===== src/rtl/mov_dec_pkg.sv =====
package mov_dec_pkg;

  localparam logic [4:0] OP_SHORT_TOP = 5'b10111;
  localparam logic [7:0] OP_RM_IMM    = 8'hC7;
  localparam logic [7:0] OP_STORE     = 8'h89;
  localparam logic [7:0] OP_LOAD      = 8'h8B;
  localparam logic [3:0] PFX_NIBBLE   = 4'h4;

  localparam int unsigned SHORT_IMM_NARROW = 4;
  localparam int unsigned SHORT_IMM_WIDE   = 8;
  localparam int unsigned RM_IMM_BYTES     = 4;

  typedef struct packed {
    logic w;
    logic r;
    logic b;
  } pfx_bits_t;

  typedef enum logic [2:0] {
    FORM_NONE,
    FORM_SHORT,
    FORM_RM_IMM,
    FORM_STORE,
    FORM_LOAD
  } form_e;

endpackage


===== src/rtl/mov_pfx_scan.sv =====
module mov_pfx_scan
  import mov_dec_pkg::*;
#(
  parameter int unsigned WIN_BYTES = 16,
  localparam int unsigned CNT_W = $clog2(WIN_BYTES + 1)
) (
  input  logic [WIN_BYTES*8-1:0] win,
  output logic [CNT_W-1:0]       pfx_cnt,
  output pfx_bits_t              pfx
);

  logic [WIN_BYTES-1:0] is_pfx;
  logic [WIN_BYTES-1:0] in_run;

  for (genvar gi = 0; gi < WIN_BYTES; gi++) begin : g_flag
    assign is_pfx[gi] = (win[gi*8+4 +: 4] == PFX_NIBBLE);
    if (gi == 0) begin : g_first
      assign in_run[gi] = is_pfx[gi];
    end else begin : g_rest
      assign in_run[gi] = in_run[gi-1] & is_pfx[gi];
    end
  end

  always_comb begin
    pfx_cnt = '0;
    pfx     = '0;
    for (int i = 0; i < WIN_BYTES; i++) begin
      if (in_run[i]) begin
        pfx_cnt = CNT_W'(i + 1);
        pfx.w   = win[i*8+3];
        pfx.r   = win[i*8+2];
        pfx.b   = win[i*8+0];
      end
    end
  end

endmodule


===== src/rtl/mov_modrm_len.sv =====
module mov_modrm_len (
  input  logic [1:0] mod_f,
  input  logic [2:0] rm_f,
  input  logic [2:0] sib_base,
  output logic [2:0] addr_len,
  output logic       reg_direct
);

  logic       has_sib;
  logic [2:0] disp_len;

  always_comb begin
    reg_direct = (mod_f == 2'b11);
    has_sib    = !reg_direct && (rm_f == 3'b100);
    unique case (mod_f)
      2'b01:   disp_len = 3'd1;
      2'b10:   disp_len = 3'd4;
      2'b00: begin
        if (rm_f == 3'b101)                 disp_len = 3'd4;
        else if (has_sib && sib_base == 3'b101) disp_len = 3'd4;
        else                                disp_len = 3'd0;
      end
      default: disp_len = 3'd0;
    endcase
    addr_len = 3'd1 + {2'b00, has_sib} + disp_len;
  end

endmodule


===== src/rtl/mov_imm_ext.sv =====
module mov_imm_ext #(
  parameter int unsigned WIN_BYTES = 16,
  parameter int unsigned IDX_W     = 6,
  localparam int unsigned VAL_W    = 64,
  localparam int unsigned HALF_W   = VAL_W / 2
) (
  input  logic [WIN_BYTES*8-1:0] win,
  input  logic [IDX_W-1:0]       offset,
  input  logic                   wide,
  input  logic                   sext,
  output logic [VAL_W-1:0]       value
);

  logic [VAL_W-1:0]  raw;
  logic [HALF_W-1:0] low;

  always_comb begin
    raw = VAL_W'(win >> {offset, 3'b000});
    low = raw[HALF_W-1:0];
    if (wide)      value = raw;
    else if (sext) value = {{HALF_W{low[HALF_W-1]}}, low};
    else           value = {{HALF_W{1'b0}}, low};
  end

endmodule


===== src/rtl/mov_imm_decoder.sv =====
module mov_imm_decoder
  import mov_dec_pkg::*;
#(
  parameter int unsigned WIN_BYTES = 16,
  parameter int unsigned MAX_LEN   = 15,
  localparam int unsigned CNT_W    = $clog2(WIN_BYTES + 1),
  localparam int unsigned IDX_W    = CNT_W + 1,
  localparam int unsigned SUM_W    = IDX_W + 1,
  localparam int unsigned LEN_W    = $clog2(MAX_LEN + 1)
) (
  input  logic                   clk,
  input  logic                   rst_n,
  input  logic                   in_valid,
  input  logic [WIN_BYTES*8-1:0] in_bytes,
  output logic                   out_valid,
  output logic                   out_illegal,
  output logic                   out_too_long,
  output logic [LEN_W-1:0]       out_len,
  output logic                   out_dst_mem,
  output logic [3:0]             out_dst_reg,
  output logic                   out_has_imm,
  output logic [63:0]            out_value
);

  // reset: asynchronous assertion, synchronous release
  logic rst_s1, rst_s2;
  always_ff @(posedge clk or negedge rst_n) begin
    if (!rst_n) begin
      rst_s1 <= 1'b0;
      rst_s2 <= 1'b0;
    end else begin
      rst_s1 <= 1'b1;
      rst_s2 <= rst_s1;
    end
  end
  logic arst_n;
  assign arst_n = rst_s2;

  // prefix run
  logic [CNT_W-1:0] pfx_cnt;
  pfx_bits_t        pfx;

  mov_pfx_scan #(.WIN_BYTES(WIN_BYTES)) u_scan (
    .win     (in_bytes),
    .pfx_cnt (pfx_cnt),
    .pfx     (pfx)
  );

  // byte picks
  logic [IDX_W-1:0] op_idx, am_idx, sib_idx;
  logic [7:0]       op_byte, am_byte;
  logic [2:0]       sib_base;
  logic             no_opcode;

  assign op_idx    = IDX_W'(pfx_cnt);
  assign am_idx    = op_idx + IDX_W'(1);
  assign sib_idx   = op_idx + IDX_W'(2);
  assign op_byte   = 8'(in_bytes >> {op_idx, 3'b000});
  assign am_byte   = 8'(in_bytes >> {am_idx, 3'b000});
  assign sib_base  = 3'(in_bytes >> {sib_idx, 3'b000});
  assign no_opcode = (pfx_cnt == CNT_W'(WIN_BYTES));

  // addressing length
  logic [2:0] addr_len;
  logic       reg_direct;

  mov_modrm_len u_alen (
    .mod_f      (am_byte[7:6]),
    .rm_f       (am_byte[2:0]),
    .sib_base   (sib_base),
    .addr_len   (addr_len),
    .reg_direct (reg_direct)
  );

  // form classification
  form_e form;
  always_comb begin
    form = FORM_NONE;
    if (!no_opcode) begin
      if (op_byte[7:3] == OP_SHORT_TOP)                      form = FORM_SHORT;
      else if (op_byte == OP_RM_IMM && am_byte[5:3] == 3'd0) form = FORM_RM_IMM;
      else if (op_byte == OP_STORE)                          form = FORM_STORE;
      else if (op_byte == OP_LOAD)                           form = FORM_LOAD;
    end
  end

  logic is_short, is_rm_imm, is_store, is_load, illegal_nx;
  assign is_short   = (form == FORM_SHORT);
  assign is_rm_imm  = (form == FORM_RM_IMM);
  assign is_store   = (form == FORM_STORE);
  assign is_load    = (form == FORM_LOAD);
  assign illegal_nx = !no_opcode && (form == FORM_NONE);

  // length
  logic [SUM_W-1:0] body_len, total_len;
  logic             too_long_nx;

  always_comb begin
    unique case (form)
      FORM_SHORT:  body_len = SUM_W'(1 + (pfx.w ? SHORT_IMM_WIDE : SHORT_IMM_NARROW));
      FORM_RM_IMM: body_len = SUM_W'(1 + RM_IMM_BYTES) + SUM_W'(addr_len);
      FORM_STORE,
      FORM_LOAD:   body_len = SUM_W'(1) + SUM_W'(addr_len);
      default:     body_len = '0;
    endcase
    total_len   = SUM_W'(pfx_cnt) + body_len;
    too_long_nx = no_opcode || (!illegal_nx && (total_len > SUM_W'(MAX_LEN)));
  end

  // destination
  logic       dst_mem_nx;
  logic [3:0] dst_reg_nx;

  always_comb begin
    dst_mem_nx = (is_rm_imm || is_store) && !reg_direct;
    unique case (form)
      FORM_SHORT:  dst_reg_nx = {pfx.b, op_byte[2:0]};
      FORM_RM_IMM,
      FORM_STORE:  dst_reg_nx = dst_mem_nx ? 4'd0 : {pfx.b, am_byte[2:0]};
      FORM_LOAD:   dst_reg_nx = {pfx.r, am_byte[5:3]};
      default:     dst_reg_nx = 4'd0;
    endcase
  end

  // immediate
  logic [IDX_W-1:0] imm_off;
  logic [63:0]      imm_val, value_nx;
  logic             has_imm_nx;

  assign imm_off    = is_short ? am_idx : am_idx + IDX_W'(addr_len);
  assign has_imm_nx = is_short || is_rm_imm;

  mov_imm_ext #(.WIN_BYTES(WIN_BYTES), .IDX_W(IDX_W)) u_imm (
    .win    (in_bytes),
    .offset (imm_off),
    .wide   (is_short && pfx.w),
    .sext   (is_rm_imm && pfx.w),
    .value  (imm_val)
  );

  assign value_nx = has_imm_nx ? imm_val : 64'd0;

  // result registers
  logic             valid_q, illegal_q, too_long_q, dst_mem_q, has_imm_q;
  logic [LEN_W-1:0] len_q;
  logic [3:0]       dst_reg_q;
  logic [63:0]      value_q;

  always_ff @(posedge clk or negedge arst_n) begin
    if (!arst_n) begin
      valid_q <= 1'b0;
    end else begin
      valid_q <= in_valid;
    end
  end

  always_ff @(posedge clk or negedge arst_n) begin
    if (!arst_n) begin
      illegal_q  <= 1'b0;
      too_long_q <= 1'b0;
      len_q      <= '0;
      dst_mem_q  <= 1'b0;
      dst_reg_q  <= 4'd0;
      has_imm_q  <= 1'b0;
      value_q    <= 64'd0;
    end else if (in_valid) begin
      illegal_q  <= illegal_nx;
      too_long_q <= too_long_nx;
      len_q      <= LEN_W'(total_len);
      dst_mem_q  <= dst_mem_nx;
      dst_reg_q  <= dst_reg_nx;
      has_imm_q  <= has_imm_nx;
      value_q    <= value_nx;
    end
  end

  assign out_valid    = valid_q;
  assign out_illegal  = illegal_q;
  assign out_too_long = too_long_q;
  assign out_len      = len_q;
  assign out_dst_mem  = dst_mem_q;
  assign out_dst_reg  = dst_reg_q;
  assign out_has_imm  = has_imm_q;
  assign out_value    = value_q;


  strobe_follow_chk: assert property (@(posedge clk) disable iff (!arst_n)
    in_valid |=> out_valid);


  strobe_idle_chk: assert property (@(posedge clk) disable iff (!arst_n)
    !in_valid |=> !out_valid);


  result_hold_chk: assert property (@(posedge clk) disable iff (!arst_n)
    !in_valid |=> ($stable(out_value) && $stable(out_len) && $stable(out_dst_reg)));


  short_reg_only_chk: assert property (@(posedge clk) disable iff (!arst_n)
    (in_valid && is_short) |=> (!out_dst_mem && out_has_imm));


  narrow_zext_chk: assert property (@(posedge clk) disable iff (!arst_n)
    (in_valid && has_imm_nx && !pfx.w) |=> (out_value[63:32] == 32'd0));


  rm_imm_sext_chk: assert property (@(posedge clk) disable iff (!arst_n)
    (in_valid && is_rm_imm && pfx.w) |=> (out_value[63:32] == {32{out_value[31]}}));


  load_reg_dst_chk: assert property (@(posedge clk) disable iff (!arst_n)
    (in_valid && is_load) |=> (!out_dst_mem && !out_has_imm && out_value == 64'd0));


  illegal_excl_chk: assert property (@(posedge clk) disable iff (!arst_n)
    out_valid |-> !(out_illegal && out_too_long));

endmodule


===== config.mk =====
export PLATFORM = sky130hd
export DESIGN_NAME = mov_imm_decoder
export DESIGN_NICKNAME = d
export VERILOG_FILES = /design/src/rtl/mov_dec_pkg.sv /design/src/rtl/mov_pfx_scan.sv /design/src/rtl/mov_modrm_len.sv /design/src/rtl/mov_imm_ext.sv /design/src/rtl/mov_imm_decoder.sv
export SDC_FILE = /design/constraint.sdc
export NUM_CORES = 1
export LEC_CHECK = 0
export BUFFER_PORTS_ARGS = -buffer_cell sky130_fd_sc_hd__buf_2
export CAP_MARGIN = 20
export CORE_UTILIZATION = 52
export DETAILED_ROUTE_END_ITERATION = 10
export HOLD_SLACK_MARGIN = 0.1
export PLACE_DENSITY = 0.79
export SLEW_MARGIN = 25
export SYNTH_ARGS = -nofsm -noshare
export SYNTH_HDL_FRONTEND = slang
export SYNTH_SLANG_ARGS = --single-unit

===== constraint.sdc =====
create_clock -name clk -period 2.6 [get_ports clk]
set_input_delay 0.39 -clock clk [delete_from_list [all_inputs] [get_ports clk]]
set_output_delay 0.39 -clock clk [all_outputs]
set_load 0.01 [all_outputs]

==> impl_metrics.env, run 1 <==
export IMPL_synth_area_per_cell_um2=7.41
export IMPL_seq_area_frac_synth=0.169
export IMPL_synth_common_cells="nand2_1, a21oi_1, mux2i_1"
export IMPL_cts_sinks=79
export IMPL_grt_ovfl_total=991
export IMPL_ys_seq_elements=79
export IMPL_finalWeightedCongestion=1.32
export IMPL_rows=54
export IMPL_clock_root_buffer="clkbuf_16"
export IMPL_netlist_instances=1581
export IMPL_yosysMostFrequentCell="nand2_1"
export IMPL_synthMuxAreaShare=0.129
export IMPL_grt_start_max_net_pins=37
export IMPL_synthXorXnorAreaFrac=0.00598
export IMPL_synth_edf_count=0
export IMPL_stop_stage="global routing (5_1_grt)"
export IMPL_syn_nets=1725
export IMPL_dp_hpwl_mm=56.5
export IMPL_pin_count=208
export IMPL_synthSimpleGateAreaFrac=0.230
export IMPL_status="did not finish"
export IMPL_synth_area_top_cells="dfrtp_1, mux2i_1, a21oi_1, nand2_1, nand3_1"
export IMPL_grt_pass1_wl_mm=175
export IMPL_die_y_um=152
export IMPL_cts_buffer_depth=2
export IMPL_port_buffers=207
export IMPL_die_w_um=152
export IMPL_grt_total_usage=0.973
export IMPL_synth_area_leader_cell="dfrtp_1"
export IMPL_error_line="[ERROR GRT-0116] Global routing finished with congestion. Check the congestion regions in the DRC Viewer."
export IMPL_start_util=0.534
export IMPL_synth_warnings=0
export IMPL_synth_ff_type="dfrtp_1"
export IMPL_synth_area_mm2=0.0117
export IMPL_pre_cts_ws_ps=-3910
export IMPL_synth_cell_type_count=95
export IMPL_synthDominantCellAreaShare=0.169
export IMPL_synthAdderAreaFrac=0.0152
export IMPL_cts_max_level=3
export IMPL_async_flop_share=1.00
export IMPL_synth_compound_area_frac=0.383
export IMPL_synth_top_family_by_area="compound AO/OA/AOI/OAI gates"
export IMPL_place_area_mm2=0.0175
export IMPL_grt_pass1_vias=26300
export IMPL_cts_buffers=9
[timing repair]
action | in CTS
pin swaps | 101
setup buffers | 66
hold buffers | 1
endpoints found under the setup margin | 76
gates resized for setup | 243
hold endpoints to repair | 2
cloned | 11
[stage by stage]
step / hold slack (ps) / instances
after floorplan: 94.4 / 1581
after global placement: 177 / 2523
after detailed placement: 178 / 2523
after CTS: 285 / 2613
[cell families after synthesis]
family | after synthesis
mux | 150
xor+xnor | 8
buf+inv | 183
flops | 79
simple gates | 507
other cells | 1
compound gates | 640
fa+ha+maj | 13
[per-layer routing]
metal | GRT overflow | track usage
met4 | 267 | 1.03
met2 | 619 | 1.11
met5 | 8 | 0.648
met1 | 51 | 0.923
met3 | 46 | 0.886
==> inputs of run 2 (changes only) <==
--- a/config.mk
+++ b/config.mk
@@ -7,10 +7,9 @@
 export LEC_CHECK = 0
 export BUFFER_PORTS_ARGS = -buffer_cell sky130_fd_sc_hd__buf_2
 export CAP_MARGIN = 20
-export CORE_UTILIZATION = 52
+export CORE_UTILIZATION = 37
 export DETAILED_ROUTE_END_ITERATION = 10
-export HOLD_SLACK_MARGIN = 0.1
-export PLACE_DENSITY = 0.79
+export PLACE_DENSITY_LB_ADDON = 0.15
 export SLEW_MARGIN = 25
 export SYNTH_ARGS = -nofsm -noshare
 export SYNTH_HDL_FRONTEND = slang
==> impl_metrics.env, run 2 <==
export IMPL_worstMarginPinSlew_ps=906
export IMPL_largest_register_ffs=64
export IMPL_drt_total_wl_mm=82.8
export IMPL_grt_pass1_vias=18700
export IMPL_critPathLaunchType="input port"
export IMPL_syn_nets=1725
export IMPL_synth_edf_count=0
export IMPL_power_leakage_nw=9.51
export IMPL_critPathArrivalTime_ps=6040
export IMPL_seq_area_frac_synth=0.169
export IMPL_fin_ws_ps=-3190
export IMPL_num_vias=18800
export IMPL_final_area_mm2=0.0205
export IMPL_critPathBufInv=10
export IMPL_drtIter0Drc=2712
export IMPL_period_needed_ps=5790
export IMPL_start_util=0.379
export IMPL_final_nets=2514
export IMPL_crit_path_end_kind="register"
export IMPL_pre_cts_ws_ps=-4120
export IMPL_place_area_mm2=0.0182
export IMPL_cp_slowest_stage_delay_ps=500
export IMPL_mostFrequentLayoutCells="buf_4, buf_2, nand2_1"
export IMPL_worst_path_most_repeated_cell="buf_4"
export IMPL_drv_slew=0
export IMPL_grt_total_usage=0.498
export IMPL_grt_start_max_net_pins=36
export IMPL_cp_required_ps=2850
export IMPL_hold_viol=0
export IMPL_antenna_left=0
export IMPL_peakVddDrop_v=0.000337
export IMPL_synth_common_cells="nand2_1, a21oi_1, mux2i_1"
export IMPL_synth_area_top_cells="dfrtp_1, mux2i_1, a21oi_1, nand2_1, nand3_1"
export IMPL_n_fill_cell=2630
export IMPL_status="finished, violations left"
export IMPL_pin_count=208
export IMPL_cts_max_level=3
export IMPL_async_flop_share=1.00
export IMPL_finalWeightedCongestion=1.12
export IMPL_grt_ovfl_total=0
export IMPL_cts_tree="yes"
export IMPL_setup_viol=76
export IMPL_power_w=0.00813
export IMPL_slew_headroom=0.392
export IMPL_synth_cell_type_count=95
export IMPL_rsz0062_at_grt="yes"
export IMPL_finClkSkew_ps=6.43
export IMPL_grt_pass1_wl_mm=120
export IMPL_dr_pass1_iters=6
export IMPL_slowest_stage="or4_4"
export IMPL_yosysMostFrequentCell="nand2_1"
export IMPL_synth_area_mm2=0.0117
export IMPL_avgViaCountPerCell=6.80
export IMPL_antenna_found_initial=1
export IMPL_hold_path_class="register to asynchronous set/reset pin"
export IMPL_cap_violations=0
export IMPL_dp_hpwl_mm=65.5
export IMPL_die_area_mm2=0.0324
export IMPL_rows=64
export IMPL_port_buffers=207
export IMPL_synth_warnings=0
export IMPL_final_common_cell="buf_4"
export IMPL_fmax_ghz=0.173
export IMPL_diodes=0
export IMPL_drive_gt1_frac=0.505
export IMPL_ys_seq_elements=79
export IMPL_worstSetupPathType="input port to register"
export IMPL_cts_buffers=9
export IMPL_die_y_um=180
export IMPL_die_w_um=180
export IMPL_synth_area_per_cell_um2=7.41
export IMPL_drc_errors=0
export IMPL_violations="negative setup slack"
export IMPL_cts_clk_slew_worst_paths_ps=70
export IMPL_crit_family="simple AND/OR/NAND/NOR gates"
export IMPL_core_area_mm2=0.0309
export IMPL_cts_buffer_depth=2
export IMPL_synth_area_leader_cell="dfrtp_1"
export IMPL_synthDominantCellAreaShare=0.169
export IMPL_netlist_instances=1581
export IMPL_drt_wirelength_per_cell_um=29.9
export IMPL_area_growth_pct=75.1
export IMPL_synth_ff_type="dfrtp_1"
export IMPL_finalCritPeriodShare=2.23
export IMPL_worstPathMaxFanout=5
export IMPL_finalSetupTns_ps=-221910
export IMPL_cts_sinks=79
export IMPL_clock_root_buffer="clkbuf_16"
export IMPL_power_density_mw_per_mm2=396
export IMPL_clock_latency_ps=360
==> run 2: what timing repair did <==
action / 4_1_cts / 5_1_grt
hold buffers: 1 / 0
setup buffers: 42 / 20
pin swaps: 77 / 59
gates resized for setup: 226 / 88
endpoints found under the setup margin: 76 / 76
cloned: 6 / 1
hold endpoints to repair: 2 / 0
==> run 2: metrics by stage <==
stage,std cells,utilization,hold slack (ps)
2_1_floorplan,1581,-,94.4
3_3_place_gp,2688,0.587,175
3_5_place_dp,2688,0.587,178
4_1_cts,2752,0.646,309
5_1_grt,2771,0.664,338
6_report,2771,0.664,291
==> run 2: logic make-up after synthesis <==
logic type               share of synthesized area
flip-flops                                   0.169
adder cells (fa/ha/maj)                     0.0152
other                                     0.000320
XOR/XNOR                                   0.00598
AND/OR/NAND/NOR                              0.230
multiplexers                                 0.129
AO/OA/AOI/OAI                                0.383
buffers and inverters                       0.0677
==> run 2: routing by layer <==
layer / vias to the layer above / part of all wire / global-route usage
li1: 7859 / - / -
met1: 8884 / 0.37 / 0.604
met2: 1657 / 0.42 / 0.762
met3: 442 / 0.12 / 0.120
met4: 2 / 0.091 / 0.385
met5: - / 0.00023 / 0
==> run 2: path summary, 6_finish.rpt <==
kind	to	cells past startpoint	startpoint	slack [ps]
max in group asynchronous	out_value[12]	1	arst_n	1600
min reg2reg	out_value[24]	0	arst_n	290
max	out_value[49]	32	in_bytes[39]	-3190
min	out_value[24]	0	arst_n	290
min in group clk	arst_n	0	rst_s1	370
max reg2reg	out_value[38]	2	out_value[38]	1540
==> run 2: cell type report <==
class / count / area, um^2 / area share
clock buffers: 11 / 243 / 0.0118
well taps: 396 / 495 / 0.0241
flip-flops and latches: 79 / 1980 / 0.0965
repair buffers: 912 / 7060 / 0.344
clock inverters: 5 / 35.0 / 0.00171
multi-input cells: 1320 / 10500 / 0.512
inverters: 48 / 200 / 0.00975
==> run 2: worst reg2reg max path: stages (launching register included) <==
cell	delay (ps)
dfrtp_1	390
a32o_1	220
or3_1	330
==> run 2: where the power goes <==
group | total (W) | switching, W | internal, W
registers | 0.00128 | 0.0000257 | 0.00125
logic | 0.00559 | 0.00308 | 0.00251
clock network | 0.00126 | 0.000582 | 0.000674
(Power assumes the default switching activity.)
